--- src/rtl/dlm_pkg.sv ---
package dlm_pkg;

  typedef enum logic [2:0] {
    LAY_P32C8     = 3'd0,
    LAY_SCR32     = 3'd1,
    LAY_P16C8     = 3'd2,
    LAY_P16C8_SCR = 3'd3,
    LAY_C4HI      = 3'd4
  } layout_e;

  localparam int unsigned PRG32_SHIFT = 15;
  localparam int unsigned PRG16_SHIFT = 14;
  localparam int unsigned CHR8_SHIFT  = 13;
  localparam int unsigned CHR4_SHIFT  = 12;

  // Low-bit mask for a field that may address 2**bits banks (field is 4 wide).
  function automatic logic [3:0] field_mask(input int unsigned bits);
    if (bits >= 4) return 4'hF;
    return 4'((32'd1 << bits) - 32'd1);
  endfunction

  function automatic bit is_prg16(input layout_e lay);
    return (lay == LAY_P16C8) || (lay == LAY_P16C8_SCR);
  endfunction

endpackage

--- src/rtl/dlm_rst_sync.sv ---
module dlm_rst_sync (
  input  logic clk,
  input  logic rst_n,
  output logic srst_n
);

  logic [1:0] stage_q;
  logic [1:0] stage_d;

  always_comb begin
    stage_d = {stage_q[0], 1'b1};
  end

  always_ff @(posedge clk or negedge rst_n) begin
    if (!rst_n) begin
      stage_q <= 2'b00;
    end else begin
      stage_q <= stage_d;
    end
  end

  assign srst_n = stage_q[1];

endmodule

--- src/rtl/dlm_bank_latch.sv ---
module dlm_bank_latch #(
  parameter bit          BUS_CONFLICT = 1'b1,
  parameter int unsigned DW           = 8
) (
  input  logic          clk,
  input  logic          srst_n,
  input  logic          cpu_hi,
  input  logic          cpu_we,
  input  logic [DW-1:0] cpu_wdata,
  input  logic [DW-1:0] rom_rdata,
  output logic [DW-1:0] latch_q
);

  logic          wr_hit;
  logic [DW-1:0] latch_d;

  always_comb begin
    wr_hit = cpu_we && cpu_hi;
    if (BUS_CONFLICT) begin
      latch_d = cpu_wdata & rom_rdata;
    end else begin
      latch_d = cpu_wdata;
    end
  end

  always_ff @(posedge clk or negedge srst_n) begin
    if (!srst_n) begin
      latch_q <= '0;
    end else if (wr_hit) begin
      latch_q <= latch_d;
    end
  end

  // cleared while reset holds
  p_reset_clear_r1: assert property (@(posedge clk) !srst_n |-> latch_q == '0)
    else $error("R1 latch not clear in reset");

  // writes to the lower half leave the register alone
  p_low_write_ignored_r4: assert property (@(posedge clk) disable iff (!srst_n)
    (cpu_we && !cpu_hi) |=> $stable(latch_q))
    else $error("R4 low write changed latch");

  // no write, no change
  p_hold_r11: assert property (@(posedge clk) disable iff (!srst_n)
    !cpu_we |=> $stable(latch_q))
    else $error("R11 latch moved without write");

  generate
    if (BUS_CONFLICT) begin : g_conf_chk
      // no stored one where the ROM drove a zero
      p_conflict_and_r2: assert property (@(posedge clk) disable iff (!srst_n)
        (cpu_we && cpu_hi) |=> ((latch_q & ~$past(rom_rdata)) == '0))
        else $error("R2 conflict mask violated");
    end else begin : g_raw_chk
      // raw data stored
      p_raw_store_r3: assert property (@(posedge clk) disable iff (!srst_n)
        (cpu_we && cpu_hi) |=> (latch_q == $past(cpu_wdata)))
        else $error("R3 raw store mismatch");
    end
  endgenerate

endmodule

--- src/rtl/dlm_field_decode.sv ---
module dlm_field_decode
  import dlm_pkg::*;
#(
  parameter layout_e     LAYOUT = LAY_P32C8,
  parameter int unsigned PRG_AW = 17,
  parameter int unsigned CHR_AW = 15
) (
  input  logic [7:0] latch_q,
  output logic [3:0] prg_bank,
  output logic [3:0] chr_bank,
  output logic       screen
);

  localparam bit          PRG16    = is_prg16(LAYOUT);
  localparam bit          CHR4     = (LAYOUT == LAY_C4HI);
  localparam int unsigned PRG_BITS = PRG16 ? (PRG_AW - PRG16_SHIFT) : (PRG_AW - PRG32_SHIFT);
  localparam int unsigned CHR_BITS = CHR4 ? (CHR_AW - CHR4_SHIFT) : (CHR_AW - CHR8_SHIFT);
  localparam logic [3:0]  PRG_MASK = field_mask(PRG_BITS);
  localparam logic [3:0]  CHR_MASK = field_mask(CHR_BITS);

  logic [3:0] prg_raw;
  logic [3:0] chr_raw;

  always_comb begin
    prg_raw = 4'h0;
    chr_raw = 4'h0;
    screen  = 1'b0;
    unique case (LAYOUT)
      LAY_P32C8: begin
        prg_raw = {2'b00, latch_q[5:4]};
        chr_raw = {2'b00, latch_q[1:0]};
      end
      LAY_SCR32: begin
        prg_raw = latch_q[3:0];
        screen  = latch_q[4];
      end
      LAY_P16C8: begin
        prg_raw = latch_q[7:4];
        chr_raw = latch_q[3:0];
      end
      LAY_P16C8_SCR: begin
        prg_raw = latch_q[7:4];
        chr_raw = latch_q[3:0];
        screen  = latch_q[7];
      end
      LAY_C4HI: begin
        chr_raw = {2'b00, latch_q[1:0]};
      end
      default: begin
        prg_raw = 4'h0;
      end
    endcase
    prg_bank = prg_raw & PRG_MASK;
    chr_bank = chr_raw & CHR_MASK;
  end

endmodule

--- src/rtl/dlm_addr_map.sv ---
module dlm_addr_map
  import dlm_pkg::*;
#(
  parameter layout_e     LAYOUT = LAY_P32C8,
  parameter int unsigned PRG_AW = 17,
  parameter int unsigned CHR_AW = 15
) (
  input  logic [14:0]       cpu_off,
  input  logic [12:0]       ppu_addr,
  input  logic [3:0]        prg_bank,
  input  logic [3:0]        chr_bank,
  output logic [PRG_AW-1:0] prg_addr,
  output logic [CHR_AW-1:0] chr_addr
);

  localparam bit PRG16 = is_prg16(LAYOUT);
  localparam bit CHR4  = (LAYOUT == LAY_C4HI);

  generate
    if (PRG16) begin : g_prg16
      localparam logic [3:0] LAST_BANK = field_mask(PRG_AW - PRG16_SHIFT);
      logic [3:0] bank_eff;
      always_comb begin
        bank_eff = cpu_off[14] ? LAST_BANK : prg_bank;
        prg_addr = (PRG_AW'(bank_eff) << PRG16_SHIFT) | PRG_AW'(cpu_off[13:0]);
      end
    end else begin : g_prg32
      always_comb begin
        prg_addr = (PRG_AW'(prg_bank) << PRG32_SHIFT) | PRG_AW'(cpu_off);
      end
    end

    if (CHR4) begin : g_chr4
      logic [3:0] page_eff;
      always_comb begin
        page_eff = ppu_addr[12] ? chr_bank : 4'h0;
        chr_addr = (CHR_AW'(page_eff) << CHR4_SHIFT) | CHR_AW'(ppu_addr[11:0]);
      end
    end else begin : g_chr8
      always_comb begin
        chr_addr = (CHR_AW'(chr_bank) << CHR8_SHIFT) | CHR_AW'(ppu_addr);
      end
    end
  endgenerate

endmodule

--- src/rtl/dlatch_mapper.sv ---
module dlatch_mapper
  import dlm_pkg::*;
#(
  parameter layout_e     LAYOUT       = LAY_P32C8,
  parameter bit          BUS_CONFLICT = 1'b1,
  parameter int unsigned PRG_AW       = 17,
  parameter int unsigned CHR_AW       = 15
) (
  input  logic              clk,
  input  logic              rst_n,
  input  logic [15:0]       cpu_addr,
  input  logic              cpu_we,
  input  logic [7:0]        cpu_wdata,
  input  logic [7:0]        rom_rdata,
  input  logic [12:0]       ppu_addr,
  output logic [PRG_AW-1:0] prg_addr,
  output logic [CHR_AW-1:0] chr_addr,
  output logic              mirror_screen
);

  logic       srst_n;
  logic [7:0] latch_q;
  logic [3:0] prg_bank;
  logic [3:0] chr_bank;

  dlm_rst_sync i_rst_sync (
    .clk    (clk),
    .rst_n  (rst_n),
    .srst_n (srst_n)
  );

  dlm_bank_latch #(
    .BUS_CONFLICT (BUS_CONFLICT),
    .DW           (8)
  ) i_bank_latch (
    .clk       (clk),
    .srst_n    (srst_n),
    .cpu_hi    (cpu_addr[15]),
    .cpu_we    (cpu_we),
    .cpu_wdata (cpu_wdata),
    .rom_rdata (rom_rdata),
    .latch_q   (latch_q)
  );

  dlm_field_decode #(
    .LAYOUT (LAYOUT),
    .PRG_AW (PRG_AW),
    .CHR_AW (CHR_AW)
  ) i_field_decode (
    .latch_q  (latch_q),
    .prg_bank (prg_bank),
    .chr_bank (chr_bank),
    .screen   (mirror_screen)
  );

  dlm_addr_map #(
    .LAYOUT (LAYOUT),
    .PRG_AW (PRG_AW),
    .CHR_AW (CHR_AW)
  ) i_addr_map (
    .cpu_off  (cpu_addr[14:0]),
    .ppu_addr (ppu_addr),
    .prg_bank (prg_bank),
    .chr_bank (chr_bank),
    .prg_addr (prg_addr),
    .chr_addr (chr_addr)
  );

  generate
    if (is_prg16(LAYOUT)) begin : g_chk_prg16
      // upper 16 KiB window pinned to last bank
      p_upper_fixed_r7: assert property (@(posedge clk) disable iff (!srst_n)
        cpu_addr[14] |-> (prg_addr[PRG_AW-1:PRG16_SHIFT] == {(PRG_AW-PRG16_SHIFT){1'b1}}))
        else $error("R7 upper window not last bank");
    end
    if (LAYOUT == LAY_C4HI) begin : g_chk_c4
      // lower pattern half stays on page 0
      p_chr_low_fixed_r9: assert property (@(posedge clk) disable iff (!srst_n)
        !ppu_addr[12] |-> (chr_addr[CHR_AW-1:CHR4_SHIFT] == '0))
        else $error("R9 lower pattern half moved");
    end
    if (LAYOUT == LAY_P16C8_SCR) begin : g_chk_scr7
      // screen follows stored bit 7
      p_screen_bit7_r8: assert property (@(posedge clk) disable iff (!srst_n)
        (cpu_we && cpu_addr[15]) |=>
          (mirror_screen == ($past(cpu_wdata[7]) && ($past(rom_rdata[7]) || !BUS_CONFLICT))))
        else $error("R8 screen select mismatch");
    end
    if (LAYOUT == LAY_SCR32) begin : g_chk_scr4
      // screen follows stored bit 4
      p_screen_bit4_r6: assert property (@(posedge clk) disable iff (!srst_n)
        (cpu_we && cpu_addr[15]) |=>
          (mirror_screen == ($past(cpu_wdata[4]) && ($past(rom_rdata[4]) || !BUS_CONFLICT))))
        else $error("R6 screen select mismatch");
    end
  endgenerate

endmodule

--- config.mk ---
export PLATFORM = sky130hd
export DESIGN_NAME = dlatch_mapper
export DESIGN_NICKNAME = d
export VERILOG_FILES = /design/src/rtl/dlm_pkg.sv /design/src/rtl/dlm_rst_sync.sv /design/src/rtl/dlm_bank_latch.sv /design/src/rtl/dlm_field_decode.sv /design/src/rtl/dlm_addr_map.sv /design/src/rtl/dlatch_mapper.sv
export SDC_FILE = /design/constraint.sdc
export NUM_CORES = 1
export LEC_CHECK = 0
export BUFFER_PORTS_ARGS = -buffer_cell sky130_fd_sc_hd__clkbuf_2
export CORE_MARGIN = 2
export CORE_UTILIZATION = 26
export DETAILED_ROUTE_END_ITERATION = 16
export GPL_TIMING_DRIVEN = 0
export PLACE_DENSITY = 0.79
export SETUP_SLACK_MARGIN = 0.1
export SLEW_MARGIN = 20
export SYNTH_ARGS = -nofsm -noshare
export SYNTH_HDL_FRONTEND = slang
export SYNTH_SLANG_ARGS = --single-unit
--- constraint.sdc ---
create_clock -name clk -period 0.8 [get_ports clk]
set_input_delay 0.12 -clock clk [delete_from_list [all_inputs] [get_ports clk]]
set_output_delay 0.12 -clock clk [all_outputs]
set_load 0.02 [all_outputs]
==> impl_results.md, run 1 <==
* Status: finished, violations left
* Failing checks: negative setup slack
* Clock Skews at 4.93 ps
* Post-synth top area share at 47.4%
* Largest cells by area after synthesis: buf_4 (47%), dfrtp_1 (33%), o21ai_2 (7.6%)
* Die area at 2120 µm²
* Syn Std Cell Area at 459 µm²
* Setup TNS Final at -366 ps
* Final GP Congestion at 0.722
* Largest net degree at the start of global routing at 6
* Register area at 150 µm²
* Core Rows at 15
* DRC Markers at 0
* CP top delay family: flip-flops
* Syn Nets at 98
* Avg WL per Cell at 10.3 µm
* Min Tclk post-route at 902 ps
* Hpwl dp at 999 µm
* List of most frequent post-synthesis cells: buf_4 (29), dfrtp_1 (6), inv_1 (4), nand4_1 (4), o21ai_2 (4)
* Clk slew on worst S/H paths at 50 ps
* Synth Area in Compound Gates at 7.63%
* Clk_lat worst skew at 250 ps
* #FFs+latches synth at 6
* Sequential share of the synthesized area at 32.7%
* Post-Synthesis Cells at 50
* Fill cells at 170
* DRT antenna net count at 0
* Final wirelength at 1.19 mm
* Share of layout cells above drive strength 1 at 83.7%
* Num CTS Buffers at 3
* Setup crit start: i_bank_latch.latch_q[1]
* Switching Share at 32.8%
* CP max stage cell: dfrtp_1
* Mapped Avg Cell Area at 9.18 µm²
* Die height at 46.0 µm
* Count leader, synth: buf_4
* Initial Util at 27.2%
* Htree depth at 1
* Pre-CTS setup slack at 155 ps
* Crit-path max FO at 2
* RSZ-0062 raised after global routing: true
* Worst r2r src: i_bank_latch.latch_q[5]
* Clock Tree Root: clkbuf_4
* Xor-xnor portion of the synthesized cell area at 0%
* Cell accounting for the most synthesized area: buf_4
* Tcrit/Tclk final at 113%
* Critical path arrival at 780 ps
* Placed cell area at 696 µm²
* Number of global-route vias before repair at 337
* Critical path cell sequence: buf_6
* # setup viols final at 4
* Max-Cap Viols at 0
* Placed Instances at 110
* N_diodes at 0
* Yosys Warn Count at 0
* Post-synth ARST share at 100%
* GRT overflow at 0
* TritonCTS clock tree: done
* DR pass1 iterations at 3
* CP endpoint kind: output port
* CTS max path bufs at 2
* Initial antenna violation count at 0
* Pwr per Cell Area at 1430 nW/µm²
* Area share of and/or/nand/nor cells after synthesis at 7.36%
* F_max at 1110 MHz
* Final Hold Viols at 0
* P_sw at 0.000357 W
* DR vias at 450
* CP peak stage delay at 390 ps
* Tot GR Track Use at 8.91%
* I/O pin count at 81
* Clk sinks at 6
* Multiplexer share of the synthesized area at 0%
* Post-layout nets at 148
* CP Launch Type: flip-flop
* Final Instance Area at 761 µm²
* Worst Setup Path Type: flip-flop to output port
* Multi-input logic area at 76.3 µm²
* Final Max Slew Viols at 0
* Worst Slack Setup Final at -102 ps
* Area Growth Syn to Fin at 65.7%
* First-pass GRT wire length at 1.24 mm
* Main flop type after synthesis: dfrtp_1
* Initial DRC count at 5
* Die Wd at 46.0 µm
* Synth Area in Adders at 0%
* Synth cell types at 7
* Power share of the combinational group at 41.1%
* Clock Power Share at 26.5%
* Worst vdd ir at 1090 µV
* Core area at 1690 µm²
* Crit path buf inv count at 1
* IO buf count at 43
* Min-delay worst type: flip-flop to asynchronous set/reset pin
* Lkg Pwr at 0.463 nW
* Worst Path Required at 680 ps
* Post-route insts no fill at 115
* Via-per-instance ratio at 3.91
* Pint at 0.000730 W
* Post-synth EDFFs at 0
* Final Core Density at 45.0%
* Largest family of logic cells by synthesized area: buffers and inverters
* Sequential Power Share at 32.4%
-- through the flow --
stage / hold slack, ps / power [W]
final: 48.9 / 0.00109
after floorplan: -176 / 0.000632
after CTS: 58.7 / 0.00105
after detailed placement: -92.1 / 0.000762
after global routing: 73.8 / 0.00116
after global placement: -91.5 / 0.000756
-- logic make-up after synthesis --
group                  after synthesis
buffers and inverters               33
DFF                                  6
and+or+nand+nor                      5
AOI/OAI and AO/OA                    4
other                                2
-- cells in the final DEF (no fill, tap or decap), drive strengths merged --
cell type	netlist	routed
buf	29	34
dfrtp	6	6
nand4	4	4
and2	1	1
conb	2	2
inv	4	4
o21ai	4	4
clkbuf	0	42
dlygate4sd3	0	1
-- repair_timing --
item,CTS,global route
endpoints found under the hold margin,2,0
cloned,0,0
resized for setup,0,13
endpoints found under the setup margin,4,4
hold buffers,1,0
setup buffers,0,1
-- layer usage --
| layer | GRT usage, % | vias up | wire length (µm) |
|---|---|---|---|
| met5 | 0 | - | 0 |
| met4 | 3.43 | 0 | 0 |
| met3 | 8.33 | 0 | 203 |
| met2 | 15.8 | 40 | 686 |
| met1 | 6.30 | 189 | 301 |
| li1 | - | 221 | - |
-- final timing paths --
kind	slack [ps]	depth (start not counted)	endpoint
min in group clk	110	3	i_bank_latch.latch_q[1]
min reg2reg	50	0	i_bank_latch.latch_q[4]
min	50	0	i_bank_latch.latch_q[4]
max in group asynchronous	520	2	i_rst_sync.stage_q[1]
max	-100	1	chr_addr[14]
max reg2reg	70	3	i_bank_latch.latch_q[5]
-- layout make-up --
type / instances / area share [%]
clock buffers: 3 / 2.96
repair buffers: 45 / 33.9
inverters: 4 / 1.97
plain buffers: 29 / 28.6
multi-input cells: 11 / 10.0
well taps: 17 / 2.80
flip-flops and latches: 6 / 19.7
-- sequential cells by signal, summed over array words and instances, names as in the netlist --
name                  flops
i_rst_sync.stage_q        2
i_bank_latch.latch_q      4
-- power groups by stage --
stage               combinational [W]  clock [W]  sequential [W]
floorplan                    0.000253          0        0.000379
global placement             0.000405          0        0.000351
detailed placement           0.000409          0        0.000353
CTS                          0.000414   0.000290        0.000348
global route                 0.000478   0.000324        0.000355
finish                       0.000447   0.000288        0.000353
Note: power is estimated with default switching activity, not from simulation.
==> run 2, diff against run 1 <==
--- a/config.mk
+++ b/config.mk
@@ -7,11 +7,12 @@
 export LEC_CHECK = 0
 export BUFFER_PORTS_ARGS = -buffer_cell sky130_fd_sc_hd__clkbuf_2
 export CORE_MARGIN = 2
-export CORE_UTILIZATION = 26
+export CORE_UTILIZATION = 28
 export DETAILED_ROUTE_END_ITERATION = 16
 export GPL_TIMING_DRIVEN = 0
-export PLACE_DENSITY = 0.79
+export PLACE_DENSITY = 0.84
 export SETUP_SLACK_MARGIN = 0.1
+export SKIP_LAST_GASP = 1
 export SLEW_MARGIN = 20
 export SYNTH_ARGS = -nofsm -noshare
 export SYNTH_HDL_FRONTEND = slang
==> constraint.sdc (replaced) <==
create_clock -name clk -period 1.05 [get_ports clk]
set_input_delay 0.1575 -clock clk [delete_from_list [all_inputs] [get_ports clk]]
set_output_delay 0.1575 -clock clk [all_outputs]
set_load 0.02 [all_outputs]
==> run 2 against run 1 <==
Against the previous run:
- largest cell class unchanged
- the flow now finishes without violations
- critical path type unchanged
- global-route usage increased by 0.57 points
- sequential cell count unchanged
- hold slack improved by 15 ps
- combinational power decreased by 25%
- clock-buffer cell count unchanged
- sequential power decreased by 24%
- highest routed layer unchanged
==> impl_results.md, run 2 (synthesized netlist as in run 1, its figures left out) <==
* Post-layout nets at 148 (unchanged)
* Setup crit start: i_bank_latch.latch_q[4]
* Commonest non-fill, non-tap cell in the layout: clkbuf_2
* Core Rows at 14 (-1)
* Status: complete, no violations
* Met2 wire len at 568 µm (-17%)
* TritonCTS clock tree: done
* I/O pin count at 81 (unchanged)
* Clk slew on worst S/H paths at 50 ps (about the same)
* Core area at 1520 µm² (-9.8%)
* CP peak stage delay at 370 ps (-20 ps)
* Routed wl met3 at 184 µm (-9.4%)
* Die area at 1980 µm² (-6.5%)
* Via-per-instance ratio at 3.97 (+1.5%)
* Largest registers: i_bank_latch.latch_q (4), i_rst_sync.stage_q (2)
* IO buf count at 43 (unchanged)
* Final wirelength at 1.06 mm (-11%)
* Critical path cell sequence: buf_4
* Pwr per Cell Area at 1070 nW/µm² (-25%)
* N_diodes at 0 (unchanged)
* First-pass GRT wire length at 1.35 mm (+8.9%)
* Worst vdd ir at 536 µV (-51%)
* # setup viols final at 0 (-4)
* Min Tclk post-route at 917 ps
* Hold Slack at 63.9 ps (+15.0 ps)
* Crit-path max FO at 2 (unchanged)
* Max reg flops at 4 (unchanged)
* Post-route insts no fill at 114 (-0.87%)
* Final GP Congestion at 0.770 (+6.8%)
* Setup TNS Final at 0 ps (+366 ps)
* Tcrit/Tclk final at 87.3%
* Tot GR Track Use at 9.47% (+0.57 points)
* Initial Util at 30.1% (+2.9 points)
* Final Max Slew Viols at 0 (unchanged)
* Crit path buf inv count at 1 (unchanged)
* CP max stage cell: dfrtp_1
* CP top delay family: flip-flops
* Hpwl dp at 927 µm (-7.1%)
* Avg WL per Cell at 9.30 µm (-10%)
* Min-delay worst type: flip-flop to asynchronous set/reset pin
* Initial DRC count at 2 (-3)
* CTS max path bufs at 2 (unchanged)
* Reg with most FFs: i_bank_latch.latch_q
* Clock Tree Root: clkbuf_4
* Largest net degree at the start of global routing at 6 (unchanged)
* Die height at 44.5 µm (-3.3%)
* DRC Markers at 0 (unchanged)
* RSZ-0062 raised after global routing: false
* Area Growth Syn to Fin at 64.6%
* Worst r2r src: i_bank_latch.latch_q[4]
* Num CTS Buffers at 3 (unchanged)
* Fill cells at 152 (-11%)
* Number of global-route vias before repair at 351 (+4.2%)
* Share of layout cells above drive strength 1 at 82.7% (-1.0 points)
* CP Launch Type: flip-flop
* DRT antenna net count at 0 (unchanged)
* F_max at 1090 MHz
* GRT overflow at 0 (unchanged)
* Worst Path Required at 890 ps (+210 ps)
* Worst Setup Path Type: flip-flop to output port
* Die Wd at 44.5 µm (-3.3%)
* Top Metal Used: met3
* Max-Cap Viols at 0 (unchanged)
* Lkg Pwr at 0.462 nW (-0.14%)
* Clk_lat worst skew at 240 ps (about the same)
* Most frequent cells in the layout: clkbuf_2 (39), buf_4 (31), dfrtp_1 (6)
* CP endpoint kind: output port
* DR vias at 453 (+0.67%)
* Placed Instances at 109 (-0.91%)
* Clk sinks at 6 (unchanged)
* Htree depth at 1 (unchanged)
* Initial antenna violation count at 0 (unchanged)
* Critical path arrival at 760 ps (-20 ps)
* Final Hold Viols at 0 (unchanged)
* Clock Skews at 5.97 ps (+1.04 ps)
* DR pass1 iterations at 4 (+1)
* M1 WL at 307 µm (+2.0%)
-- run 2: cell count changes in the layout (fill, tap and decap cells not counted) --
cell | before | now
inv_2 | 1 | 0
buf_6 | 4 | 3
inv_1 | 3 | 4
buf_4 | 30 | 31
-- run 2: timing repair --
action	in CTS	in global routing
hold buffers	1	0
hold endpoints to repair	2	0
endpoints found under the setup margin	0	4
gates resized for setup	0	11
buffers inserted	0	1
-- run 2: final timing paths --
| kind | slack, ps | endpoint | depth (start not counted) |
|---|---|---|---|
| worst max-delay path | 130 | prg_addr[15] | 1 |
| worst min-delay path | 60 | i_bank_latch.latch_q[0] | 0 |
| worst max register to register | 330 | i_bank_latch.latch_q[4] | 3 |
| worst min register to register | 60 | i_bank_latch.latch_q[0] | 0 |
| max in group asynchronous | 700 | i_rst_sync.stage_q[0] | 2 |
| min in group clk | 170 | i_bank_latch.latch_q[4] | 3 |
-- run 2: report_power, final --
| part | total [W] | switching (W) | internal [W] |
|---|---|---|---|
| Combinational | 0.000335 | 0.000164 | 0.000171 |
| Clock | 0.000205 | 0.0000759 | 0.000129 |
| Sequential | 0.000268 | 0.0000147 | 0.000253 |
| Total | 0.000807 | 0.000255 | 0.000553 |
-- run 2: area by class of cell --
type / instances / area [µm²] / area share, %
repair buffers: 45 / 254 / 33.6
plain buffers: 29 / 218 / 28.8
flip-flops and latches: 6 / 150 / 19.9
multi-input cells: 11 / 76.3 / 10.1
clock buffers: 3 / 22.5 / 2.98
well taps: 16 / 20.0 / 2.65
inverters: 4 / 15.0 / 1.99
-- run 2: metrics by stage --
step	utilization, %	cell area (µm²)	power (W)	setup slack (ps)
finish	49.6	756	0.000807	133
detailed placement	45.6	694	0.000579	376
floorplan	-	459	0.000482	358
CTS	47.7	727	0.000798	111
global route	49.6	756	0.000863	98.7
global placement	45.6	694	0.000575	379
-- run 2: metal layers --
layer	global-route usage [%]	up-vias
li1	-	222
met5	0	-
met3	5.31	0
met4	3.64	0
met1	8.19	185
met2	17.7	46
